[src/rtl/nandbr_pkg.sv]
package nandbr_pkg;
    localparam int CE_BIT   = 31;
    localparam int OP_MSB   = 30;
    localparam int OP_LSB   = 28;
    localparam int BYTE_MSB = 23;
    localparam int BYTE_LSB = 16;
    localparam int BUSY_BIT = 15;

    localparam logic [2:0] OPC_CMD    = 3'd0;
    localparam logic [2:0] OPC_ADDR   = 3'd1;
    localparam logic [2:0] OPC_RDMODE = 3'd2;
    localparam logic [2:0] OPC_WRDATA = 3'd3;

    typedef enum logic [2:0] {
        ST_IDLE,
        ST_WR_SETUP,
        ST_WR_PULSE,
        ST_WR_HOLD,
        ST_RD_PULSE,
        ST_RD_RECOV,
        ST_DONE
    } brg_state_t;

    typedef enum logic [1:0] {
        KIND_CMD  = 2'd0,
        KIND_ADDR = 2'd1,
        KIND_DATA = 2'd2
    } wr_kind_t;
endpackage

[src/rtl/nandbr_sync.sv]
module nandbr_sync #(
    parameter int STAGES = 2
) (
    input  logic clk,
    input  logic rst_n,
    input  logic d_async,
    output logic q_sync
);
    logic [STAGES-1:0] chain_q;

    always_ff @(posedge clk or negedge rst_n) begin
        if (!rst_n) begin
            chain_q <= '0;
        end else begin
            chain_q <= {chain_q[STAGES-2:0], d_async};
        end
    end

    assign q_sync = chain_q[STAGES-1];
endmodule

[src/rtl/nandbr_timer.sv]
module nandbr_timer #(
    parameter int CNT_W = 4
) (
    input  logic             clk,
    input  logic             rst_n,
    input  logic             load,
    input  logic [CNT_W-1:0] load_val,
    output logic             expired
);
    logic [CNT_W-1:0] cnt_q;

    always_ff @(posedge clk or negedge rst_n) begin
        if (!rst_n) begin
            cnt_q <= '0;
        end else if (load) begin
            cnt_q <= load_val;
        end else if (cnt_q != '0) begin
            cnt_q <= cnt_q - 1'b1;
        end
    end

    assign expired = (cnt_q == '0);
endmodule

[src/rtl/nandbr_fsm.sv]
module nandbr_fsm
    import nandbr_pkg::*;
#(
    parameter int WE_LO_CYC = 2,
    parameter int WE_HI_CYC = 2,
    parameter int RE_LO_CYC = 2,
    parameter int RE_HI_CYC = 2,
    parameter int CNT_W     = 4
) (
    input  logic             clk,
    input  logic             rst_n,
    input  logic             bus_req,
    input  logic             bus_we,
    input  logic [31:0]      bus_wdata,
    output logic [31:0]      bus_rdata,
    output logic             bus_ack,
    input  logic             busy_sync,
    output logic             tmr_load,
    output logic [CNT_W-1:0] tmr_val,
    input  logic             tmr_expired,
    output logic             nand_ce_n,
    output logic             nand_cle,
    output logic             nand_ale,
    output logic             nand_we_n,
    output logic             nand_re_n,
    output logic [7:0]       nand_dq_o,
    output logic             nand_dq_oe,
    input  logic [7:0]       nand_dq_i
);
    brg_state_t state_q, state_d;
    wr_kind_t   kind_q;
    logic       ce_q;
    logic       rdmode_q;
    logic [7:0] wbyte_q;
    logic [7:0] rbyte_q;
    logic [2:0] req_op;
    logic       wr_phase;

    assign req_op = bus_wdata[OP_MSB:OP_LSB];

    // next-state selection
    always_comb begin
        state_d = state_q;
        unique case (state_q)
            ST_IDLE: begin
                if (bus_req) begin
                    if (bus_we) begin
                        if (req_op == OPC_CMD || req_op == OPC_ADDR || req_op == OPC_WRDATA)
                            state_d = ST_WR_SETUP;
                        else
                            state_d = ST_DONE;
                    end else if (rdmode_q) begin
                        state_d = ST_RD_PULSE;
                    end else begin
                        state_d = ST_DONE;
                    end
                end
            end
            ST_WR_SETUP: if (tmr_expired) state_d = ST_WR_PULSE;
            ST_WR_PULSE: if (tmr_expired) state_d = ST_WR_HOLD;
            ST_WR_HOLD:  if (tmr_expired) state_d = ST_DONE;
            ST_RD_PULSE: if (tmr_expired) state_d = ST_RD_RECOV;
            ST_RD_RECOV: if (tmr_expired) state_d = ST_DONE;
            ST_DONE:     state_d = ST_IDLE;
            default:     state_d = ST_IDLE;
        endcase
    end

    // phase length for the state being entered
    always_comb begin
        tmr_load = (state_d != state_q);
        unique case (state_d)
            ST_WR_SETUP, ST_WR_HOLD: tmr_val = CNT_W'(WE_HI_CYC - 1);
            ST_WR_PULSE:             tmr_val = CNT_W'(WE_LO_CYC - 1);
            ST_RD_PULSE:             tmr_val = CNT_W'(RE_LO_CYC - 1);
            ST_RD_RECOV:             tmr_val = CNT_W'(RE_HI_CYC - 1);
            default:                 tmr_val = '0;
        endcase
    end

    // state register and captured fields
    always_ff @(posedge clk or negedge rst_n) begin
        if (!rst_n) begin
            state_q  <= ST_IDLE;
            kind_q   <= KIND_CMD;
            ce_q     <= 1'b0;
            rdmode_q <= 1'b0;
            wbyte_q  <= '0;
            rbyte_q  <= '0;
        end else begin
            state_q <= state_d;
            if (state_q == ST_IDLE && bus_req && bus_we) begin
                ce_q <= bus_wdata[CE_BIT];
                unique case (req_op)
                    OPC_CMD: begin
                        kind_q   <= KIND_CMD;
                        wbyte_q  <= bus_wdata[BYTE_MSB:BYTE_LSB];
                        rdmode_q <= 1'b0;
                    end
                    OPC_ADDR: begin
                        kind_q   <= KIND_ADDR;
                        wbyte_q  <= bus_wdata[BYTE_MSB:BYTE_LSB];
                        rdmode_q <= 1'b0;
                    end
                    OPC_WRDATA: begin
                        kind_q   <= KIND_DATA;
                        wbyte_q  <= bus_wdata[BYTE_MSB:BYTE_LSB];
                        rdmode_q <= 1'b0;
                    end
                    OPC_RDMODE: rdmode_q <= 1'b1;
                    default: ;
                endcase
            end
            if (state_q == ST_RD_PULSE && tmr_expired) begin
                rbyte_q <= nand_dq_i;
            end
        end
    end

    // pin and bus outputs decoded from registered state
    always_comb begin
        wr_phase   = (state_q == ST_WR_SETUP) || (state_q == ST_WR_PULSE) ||
                     (state_q == ST_WR_HOLD);
        nand_ce_n  = ~ce_q;
        nand_cle   = wr_phase && (kind_q == KIND_CMD);
        nand_ale   = wr_phase && (kind_q == KIND_ADDR);
        nand_we_n  = (state_q != ST_WR_PULSE);
        nand_re_n  = (state_q != ST_RD_PULSE);
        nand_dq_oe = wr_phase;
        nand_dq_o  = wbyte_q;
        bus_ack    = (state_q == ST_DONE);
        bus_rdata  = '0;
        bus_rdata[BYTE_MSB:BYTE_LSB] = rbyte_q;
        bus_rdata[BUSY_BIT]          = busy_sync;
    end

    AST_LATCH_EXCL: assert property (@(posedge clk) disable iff (!rst_n)
        !(nand_cle && nand_ale));
    AST_WE_DATA_STABLE: assert property (@(posedge clk) disable iff (!rst_n)
        (!nand_we_n && $past(!nand_we_n)) |-> ($stable(nand_dq_o) && $stable(nand_cle) && $stable(nand_ale)));
    AST_STROBE_EXCL: assert property (@(posedge clk) disable iff (!rst_n)
        !(!nand_we_n && !nand_re_n));
    AST_WE_NEEDS_OE: assert property (@(posedge clk) disable iff (!rst_n)
        !nand_we_n |-> nand_dq_oe);
    AST_RE_NO_OE: assert property (@(posedge clk) disable iff (!rst_n)
        !nand_re_n |-> !nand_dq_oe);
    AST_ACK_STROBES_HIGH: assert property (@(posedge clk) disable iff (!rst_n)
        bus_ack |-> (nand_we_n && nand_re_n && !nand_dq_oe));
    AST_ACK_ONE_CYCLE: assert property (@(posedge clk) disable iff (!rst_n)
        bus_ack |=> !bus_ack);
    AST_UNUSED_ZERO: assert property (@(posedge clk) disable iff (!rst_n)
        bus_ack |-> (bus_rdata[31:24] == 8'h00 && bus_rdata[14:0] == 15'h0));
endmodule

[src/rtl/nand_reg_bridge.sv]
module nand_reg_bridge #(
    parameter int WE_LO_CYC = 2,
    parameter int WE_HI_CYC = 2,
    parameter int RE_LO_CYC = 2,
    parameter int RE_HI_CYC = 2
) (
    input  logic        clk,
    input  logic        rst_n,
    input  logic        bus_req,
    input  logic        bus_we,
    input  logic [31:0] bus_wdata,
    output logic [31:0] bus_rdata,
    output logic        bus_ack,
    output logic        nand_ce_n,
    output logic        nand_cle,
    output logic        nand_ale,
    output logic        nand_we_n,
    output logic        nand_re_n,
    output logic [7:0]  nand_dq_o,
    output logic        nand_dq_oe,
    input  logic [7:0]  nand_dq_i,
    input  logic        nand_rb_n
);
    localparam int MAX_WE  = (WE_LO_CYC > WE_HI_CYC) ? WE_LO_CYC : WE_HI_CYC;
    localparam int MAX_RE  = (RE_LO_CYC > RE_HI_CYC) ? RE_LO_CYC : RE_HI_CYC;
    localparam int MAX_CYC = (MAX_WE > MAX_RE) ? MAX_WE : MAX_RE;
    localparam int CNT_W   = $clog2(MAX_CYC) + 1;

    logic             busy_sync;
    logic             tmr_load;
    logic [CNT_W-1:0] tmr_val;
    logic             tmr_expired;

    nandbr_sync #(.STAGES(2)) u_busy_sync (
        .clk     (clk),
        .rst_n   (rst_n),
        .d_async (~nand_rb_n),
        .q_sync  (busy_sync)
    );

    nandbr_timer #(.CNT_W(CNT_W)) u_timer (
        .clk      (clk),
        .rst_n    (rst_n),
        .load     (tmr_load),
        .load_val (tmr_val),
        .expired  (tmr_expired)
    );

    nandbr_fsm #(
        .WE_LO_CYC (WE_LO_CYC),
        .WE_HI_CYC (WE_HI_CYC),
        .RE_LO_CYC (RE_LO_CYC),
        .RE_HI_CYC (RE_HI_CYC),
        .CNT_W     (CNT_W)
    ) u_fsm (
        .clk         (clk),
        .rst_n       (rst_n),
        .bus_req     (bus_req),
        .bus_we      (bus_we),
        .bus_wdata   (bus_wdata),
        .bus_rdata   (bus_rdata),
        .bus_ack     (bus_ack),
        .busy_sync   (busy_sync),
        .tmr_load    (tmr_load),
        .tmr_val     (tmr_val),
        .tmr_expired (tmr_expired),
        .nand_ce_n   (nand_ce_n),
        .nand_cle    (nand_cle),
        .nand_ale    (nand_ale),
        .nand_we_n   (nand_we_n),
        .nand_re_n   (nand_re_n),
        .nand_dq_o   (nand_dq_o),
        .nand_dq_oe  (nand_dq_oe),
        .nand_dq_i   (nand_dq_i)
    );
endmodule

[config.mk]
export PLATFORM = sky130hd
export DESIGN_NAME = nand_reg_bridge
export DESIGN_NICKNAME = d
export VERILOG_FILES = /design/src/rtl/nandbr_pkg.sv /design/src/rtl/nandbr_sync.sv /design/src/rtl/nandbr_timer.sv /design/src/rtl/nandbr_fsm.sv /design/src/rtl/nand_reg_bridge.sv
export SDC_FILE = /design/constraint.sdc
export NUM_CORES = 1
export LEC_CHECK = 0
export BUFFER_PORTS_ARGS = -buffer_cell sky130_fd_sc_hd__buf_2
export CELL_PAD_IN_SITES_DETAIL_PLACEMENT = 1
export CELL_PAD_IN_SITES_GLOBAL_PLACEMENT = 1
export CORE_ASPECT_RATIO = 0.75
export CORE_MARGIN = 2
export CORE_UTILIZATION = 33
export DETAILED_ROUTE_END_ITERATION = 12
export PLACE_DENSITY_LB_ADDON = 0.1
export RECOVER_POWER = 100
export SLEW_MARGIN = 20
export SYNTH_ARGS = -nofsm -noshare
export SYNTH_HDL_FRONTEND = slang
export SYNTH_SLANG_ARGS = --single-unit
[constraint.sdc]
create_clock -name clk -period 3.4 [get_ports clk]
set_input_delay 1.02 -clock clk [delete_from_list [all_inputs] [get_ports clk]]
set_output_delay 1.02 -clock clk [all_outputs]
set_load 0.01 [all_outputs]
== After elaboration in Yosys (flattened, before gate mapping) ==
Cells that the tools add are included.

* Register bits after elaboration: 27
* Bits in latches: 0
* RAM bits: 0
* ROM bits: 0
* Output and inout bits: 47
* Logic and storage cells: 66
* Memories: 0

* Add/subtract/negate cells: 1
* Multiply operators: 0
* Div/mod/pow operators: 0
* $lt $le $gt $ge: 0
* Equal/unequal tests: 18
* Shift-type cells: 0
* Mux-type cells: 14
* Bitwise operators: 2
* Reductions and logical operators: 23

{| class="wikitable"
|+ Operators by type and width
! kind !! count
|-
| 3-bit 2-to-1 mux || 7
|-
| 3-bit by 2-bit equality test with 1-bit output, second input constant || 6
|-
| 3-bit equality test, second input constant || 5
|-
| 3-bit case mux with 5 select lines || 1
|-
| 3-bit by 1-bit equality test with 1-bit output, second input constant || 3
|-
| 3-bit zero test || 2
|-
| 2-bit 2-to-1 mux || 3
|-
| 2-bit case mux with 3 select lines || 1
|-
| 2-bit AND reduction || 3
|-
| 2-bit nonzero test || 3
|-
| 1-bit logical AND || 5
|-
| 5-bit OR reduction || 1
|-
| 2-bit zero test || 2
|-
| 1-bit logical OR || 4
|-
| 3-bit by 2-bit inequality test with 1-bit output, second input constant || 1
|-
| 3-bit inequality test || 1
|-
| 3-bit inequality test, second input constant || 1
|-
| 3-bit nonzero test || 1
|-
| 3-bit OR reduction || 1
|-
| 2-bit by 1-bit equality test with 1-bit output, second input constant || 1
|-
| 1-bit inverter || 2
|-
| 1-bit case mux with 2 select lines || 1
|-
| 2-bit OR reduction || 1
|-
| 2-bit by 1-bit subtractor with 2-bit output, second input constant || 1
|-
| 1-bit 2-to-1 mux || 1
|}

== Longest topological paths before layout ==
* Word-level depth: 11
* Mapped depth: 7
* Gate-level depth less buffers: 6

== Modules after synthesis ==
A second synthesis with hierarchy kept.

* Cell total of the unflattened synthesis: 129
* Area total of the unflattened synthesis: 1,490.2 µm²

{| class="wikitable"
|+ Modules (own cells, without submodules)
! module !! instances !! cells each !! area an instance (µm²) !! seq. area each (µm²)
|-
| nandbr_fsm || 1 || 114 || 1,322.5 || 575.6
|-
| nandbr_timer || 1 || 12 || 113.9 || 50.0
|-
| nandbr_sync || 1 || 2 || 50.0 || 50.0
|-
| nand_reg_bridge || 1 || 1 || 3.8 || 0.0
|}

== Worst setup path before layout ==
No wires, ideal clock.

* Path type: register to output
* Start: reg u_fsm.state_q[2]
* End: out nand_ale
* Arrival: 1,139 ps
* Required time: 2,380 ps
* Setup slack: 1,241 ps
* Stages on the path, launching flop included: 3
* Cells stage by stage: dfrtp_1 > clkbuf_1 > nor4b_1

* Longest elaborated chain between the ends: 4
* Elaborated cells on any way between the ends: 6
* Classes of those cells: eq/ne (3); reduce/logical (3)

{| class="wikitable"
|+ RTL lines
! what !! line !! RTL
|-
| start, declared || nandbr_fsm.sv:30 || <nowiki>brg_state_t state_q, state_d;</nowiki>
|-
| start signal, assigned || nandbr_fsm.sv:91 || <nowiki>state_q <= state_d;</nowiki>
|-
| 3-bit by 1-bit equality test with 1-bit output / 3-bit by 2-bit equality test with 1-bit output (equally long branches) || nandbr_fsm.sv:122 || <nowiki>wr_phase = (state_q == ST_WR_SETUP) || (state_q == ST_WR_PULSE) ||</nowiki>
|-
| 1-bit logical OR || nandbr_fsm.sv:122 ||
|-
| 1-bit logical OR * || nandbr_fsm.sv:122 ||
|-
| 1-bit logical AND * || nandbr_fsm.sv:126 || <nowiki>nand_ale = wr_phase && (kind_q == KIND_ADDR);</nowiki>
|-
| end, declared || nand_reg_bridge.sv:16 || <nowiki>output logic nand_ale,</nowiki>
|}

Mark *: on every way between the ends. The rest lies on a longest branch, timed or not.

== Worst setup path after layout ==
* Start: in bus_req
* End: reg u_fsm.wbyte_q[6] (netlist: u_fsm.nand_dq_o[6])

* Longest elaborated chain between the ends: 3

{| class="wikitable"
|+ RTL lines
! what !! line !! RTL
|-
| start, declared || nand_reg_bridge.sv:9 || <nowiki>input logic bus_req,</nowiki>
|-
| 1-bit logical AND (2 in series) || nandbr_fsm.sv:92 || <nowiki>if (state_q == ST_IDLE && bus_req && bus_we) begin</nowiki>
|-
| 2-bit AND reduction (no source line) || n/a ||
|-
| end signal, assigned || nandbr_fsm.sv:97 || <nowiki>wbyte_q <= bus_wdata[BYTE_MSB:BYTE_LSB];</nowiki>
|-
| end signal, assigned || nandbr_fsm.sv:102 || <nowiki>wbyte_q <= bus_wdata[BYTE_MSB:BYTE_LSB];</nowiki>
|-
| end signal, assigned || nandbr_fsm.sv:107 || <nowiki>wbyte_q <= bus_wdata[BYTE_MSB:BYTE_LSB];</nowiki>
|-
| end, declared || nandbr_fsm.sv:34 || <nowiki>logic [7:0] wbyte_q;</nowiki>
|}

No other way between the ends.
A chain may end at the register's enable or synchronous reset.

==> results by group <==
Run status
  – Status: finished clean

Timing
  – Slew Limit Fails: 0
  – RSZ-0062 raised after global routing: false
  – Clk_skew: 0.00214 ns
  – Max Freq: 372 MHz
  – Tmin final: 2.69 ns
  – Worst-margin pin slew: 1.46 ns
  – Final hold vios: 0
  – Slew HR: 2.78%
  – Fin crit share: 79.1%
  – Setup TNS: 0 ns
  – Final WS setup: 0.710 ns
  – Final setup fails: 0

Floorplanning
  – Die height: 61.6 um
  – FP Rows: 20
  – Die width: 80.8 um
  – Die ar.: 4970 sq um
  – Initial Util: 35.1%
  – Core Region: 4150 sq um
  – Ports: 92

Finish
  – Cell Count, Final, Fillers Out: 233
  – Filler cells: 508
  – Commonest non-fill, non-tap cells in the layout: dfrtp_1, clkbuf_1, conb_1
  – Diode count: 0
  – Layout area overhead: 10.5%
  – Post-route cell area: 1610 sq um
  – Nets: 225
  – Layout cell share with drive strength beyond 1: 21.3%
  – Commonest non-fill, non-tap cell in the layout: dfrtp_1

Worst setup path
  – Worst endpoint data arrival time: 2.85 ns
  – Crit Path Category: primary input to flop
  – CP Capture Type: flop
  – Flop-to-flop setup slack: 0.93 ns
  – Worst endpoint required time: 3.56 ns
  – Crit start category: primary input
  – Max FO, Critical Path: 12

Routing
  – Vias: 1033
  – Wirelength, routed: 3.03 mm
  – Vias per cell: 4.43
  – Post-route DRC: 0
  – Pre-Repair DR Iteration Count: 4
  – Antenna viol nets, final: 0
  – Routed len/inst: 13.0 um
  – Initial drt markers: 31

Placed design
  – Dpl cell area: 1640 sq um
  – RePlAce Congestion: 0.743
  – Dpl cells: 229
  – PortBufs: 48
  – Post-DP HPWL: 2.33 mm
  – Pre-CTS WS: 0.875 ns

Power
  – Power Dens Cells: 832 nW/um^2
  – Switching power: 0.537 mW
  – Peak supply drop: 0.288 mV
  – Int Power: 0.803 mW
  – Total power: 1.34 mW
  – Sequential share of power: 42.9%
  – Total leakage power: 0.761 nW
  – Logic pwr share: 43.4%
  – Clk network pwr share: 13.6%
  – Switch share: 40.1%

Clock network
  – CTS root buffer: clkbuf_8
  – Clk sinks: 27
  – Clk_lat worst skew: 0.27 ns
  – Setup bufs post-CTS: 0
  – Post-CTS sizing: 0
  – Inserted Clock Buffers: 3
  – Clock tree from TritonCTS: done
  – H-tree depth: 1
  – Clock transition at the registers of the reported paths: 0.09 ns
  – CTS Hold Bufs: 0
  – CTS Buffer Depth: 2

Logic synthesis
  – Post-Syn Area: 1460 sq um
  – Post-synthesis sequential area ratio: 46.3%
  – Synthesis Warnings: 0
  – Distinct cells, synth: 36
  – Gate Count Post-Synth: 133
  – Mean Syn Cell Area: 11.0 sq um
  – Flops & latches, synth: 27

Run
  – Max Cap Viol: 0

Global route
  – GR Util All Layers: 12.7%
  – Antenna violations before repair: 0
  – Vias in the first global route: 1014
  – First-pass GRT wire length: 4.66 mm
  – Total grt overflow: 0
  – Largest net degree at the start of global routing: 28

Worst hold path
  – Hold WC Path Type: flop to flop
-- Yosys cell counts --
cell	count	area (sq um)
a2bb2oi_1	1	8.76
nor2_1	5	18.8
nand2_1	10	37.5
ha_1	1	12.5
nand3_2	1	10.0
buf_6	1	11.3
a31o_2	1	8.76
buf_4	24	180
a21oi_1	3	15.0
mux2_2	9	101
nor2b_1	2	12.5
nor4b_1	1	8.76
a22oi_1	1	7.51
o211ai_1	1	7.51
o21ai_0	5	25.0
a21boi_0	3	22.5
nand2b_1	3	18.8
conb_1	1	3.75
inv_1	7	26.3
o211a_1	1	10.0
a221o_1	1	10.0
or2_2	1	6.26
buf_2	2	10.0
nand3_1	1	5.00
nor4bb_1	1	10.0
nor4_1	1	6.26
clkbuf_1	2	7.51
dfrtp_1	27	676
o22ai_1	1	6.26
nor3_1	1	5.00
o2bb2ai_1	1	8.76
nor4b_4	1	23.8
nand3b_1	1	7.51
a31oi_1	2	12.5
nor2_2	2	12.5
mux2_4	7	105
-- flip-flops by register name, summed over array words and instances, names as in the netlist --
register / flops
u_fsm.rbyte_q: 8
u_timer.cnt_q: 2
u_fsm.kind_q: 2
u_fsm.nand_dq_o: 8
u_busy_sync.chain_q: 2
u_fsm.rdmode_q: 1
u_fsm.state_q: 3
u_fsm.ce_q: 1
-- final timing paths --
check | from | endpoint | cells past startpoint
setup / recovery | bus_req | u_fsm.nand_dq_o[6]$_DFFE_PN0P_ | 4
hold / removal | u_busy_sync.chain_q[0]$_DFF_PN0_ | u_busy_sync.chain_q[1]$_DFF_PN0_ | 0
setup reg to reg | u_fsm.state_q[2]$_DFF_PN0_ | u_fsm.nand_dq_o[6]$_DFFE_PN0P_ | 3
hold reg to reg | u_busy_sync.chain_q[0]$_DFF_PN0_ | u_busy_sync.chain_q[1]$_DFF_PN0_ | 0
max in group asynchronous | rst_n | u_fsm.nand_dq_o[3]$_DFFE_PN0P_ | 1
min in group asynchronous | rst_n | u_fsm.rbyte_q[6]$_DFFE_PN0P_ | 1
-- metal layers --
layer  global-route usage [%]  share of wire, %  up-vias
li1                         -                 -      496
met1                     16.5                45      491
met2                     20.6                47       42
met3                     3.67               7.8        4
met4                     4.36              0.79        0
met5                        0                 0        -
-- worst max-delay path: stages --
cell,delay [ns]
buf_2,0.13
nor4b_1,0.82
nand3_2,0.43
mux2_1,0.43
-- cell type report --
cell class	count	area, sq um	share of cell area, %
Clock buffer	3	41.3	2.56
Clock inverter	1	7.51	0.466
Inverter	7	26.3	1.63
Multi-Input combinational cell	92	584	36.3
Sequential cell	27	676	41.9
Tap cell	55	68.8	4.27
Timing Repair Buffer	48	208	12.9
-- through the flow --
step / hold slack (ns) / util, %
finish: 0.356 / 38.8
CTS: 0.361 / 40.7
global placement: 0.334 / 39.5
floorplan: 0.331 / -
global route: 0.371 / 38.8
detailed placement: 0.337 / 39.5
-- kinds of logic (layout without fill, tap and decap cells) --
kind of cell / count (synthesis) / count (layout) / synth area share (%)
AO/OA/AOI/OAI: 21 / 21 / 9.78
adder cells (fa/ha/maj): 1 / 1 / 0.857
buffers and inverters: 36 / 59 / 16.1
flip-flops: 27 / 27 / 46.3
multiplexers: 16 / 16 / 14.2
other: 1 / 23 / 0.257
AND/OR/NAND/NOR: 31 / 31 / 12.5
-- power groups by stage --
stage | Combinational [mW] | Sequential, mW | Clock [mW]
floorplan | 0.461 | 0.586 | 0
detailed placement | 0.667 | 0.593 | 0
finish | 0.582 | 0.576 | 0.183
global placement | 0.654 | 0.585 | 0
CTS | 0.670 | 0.586 | 0.197
global route | 0.664 | 0.603 | 0.209
(Power assumes the default switching activity.)
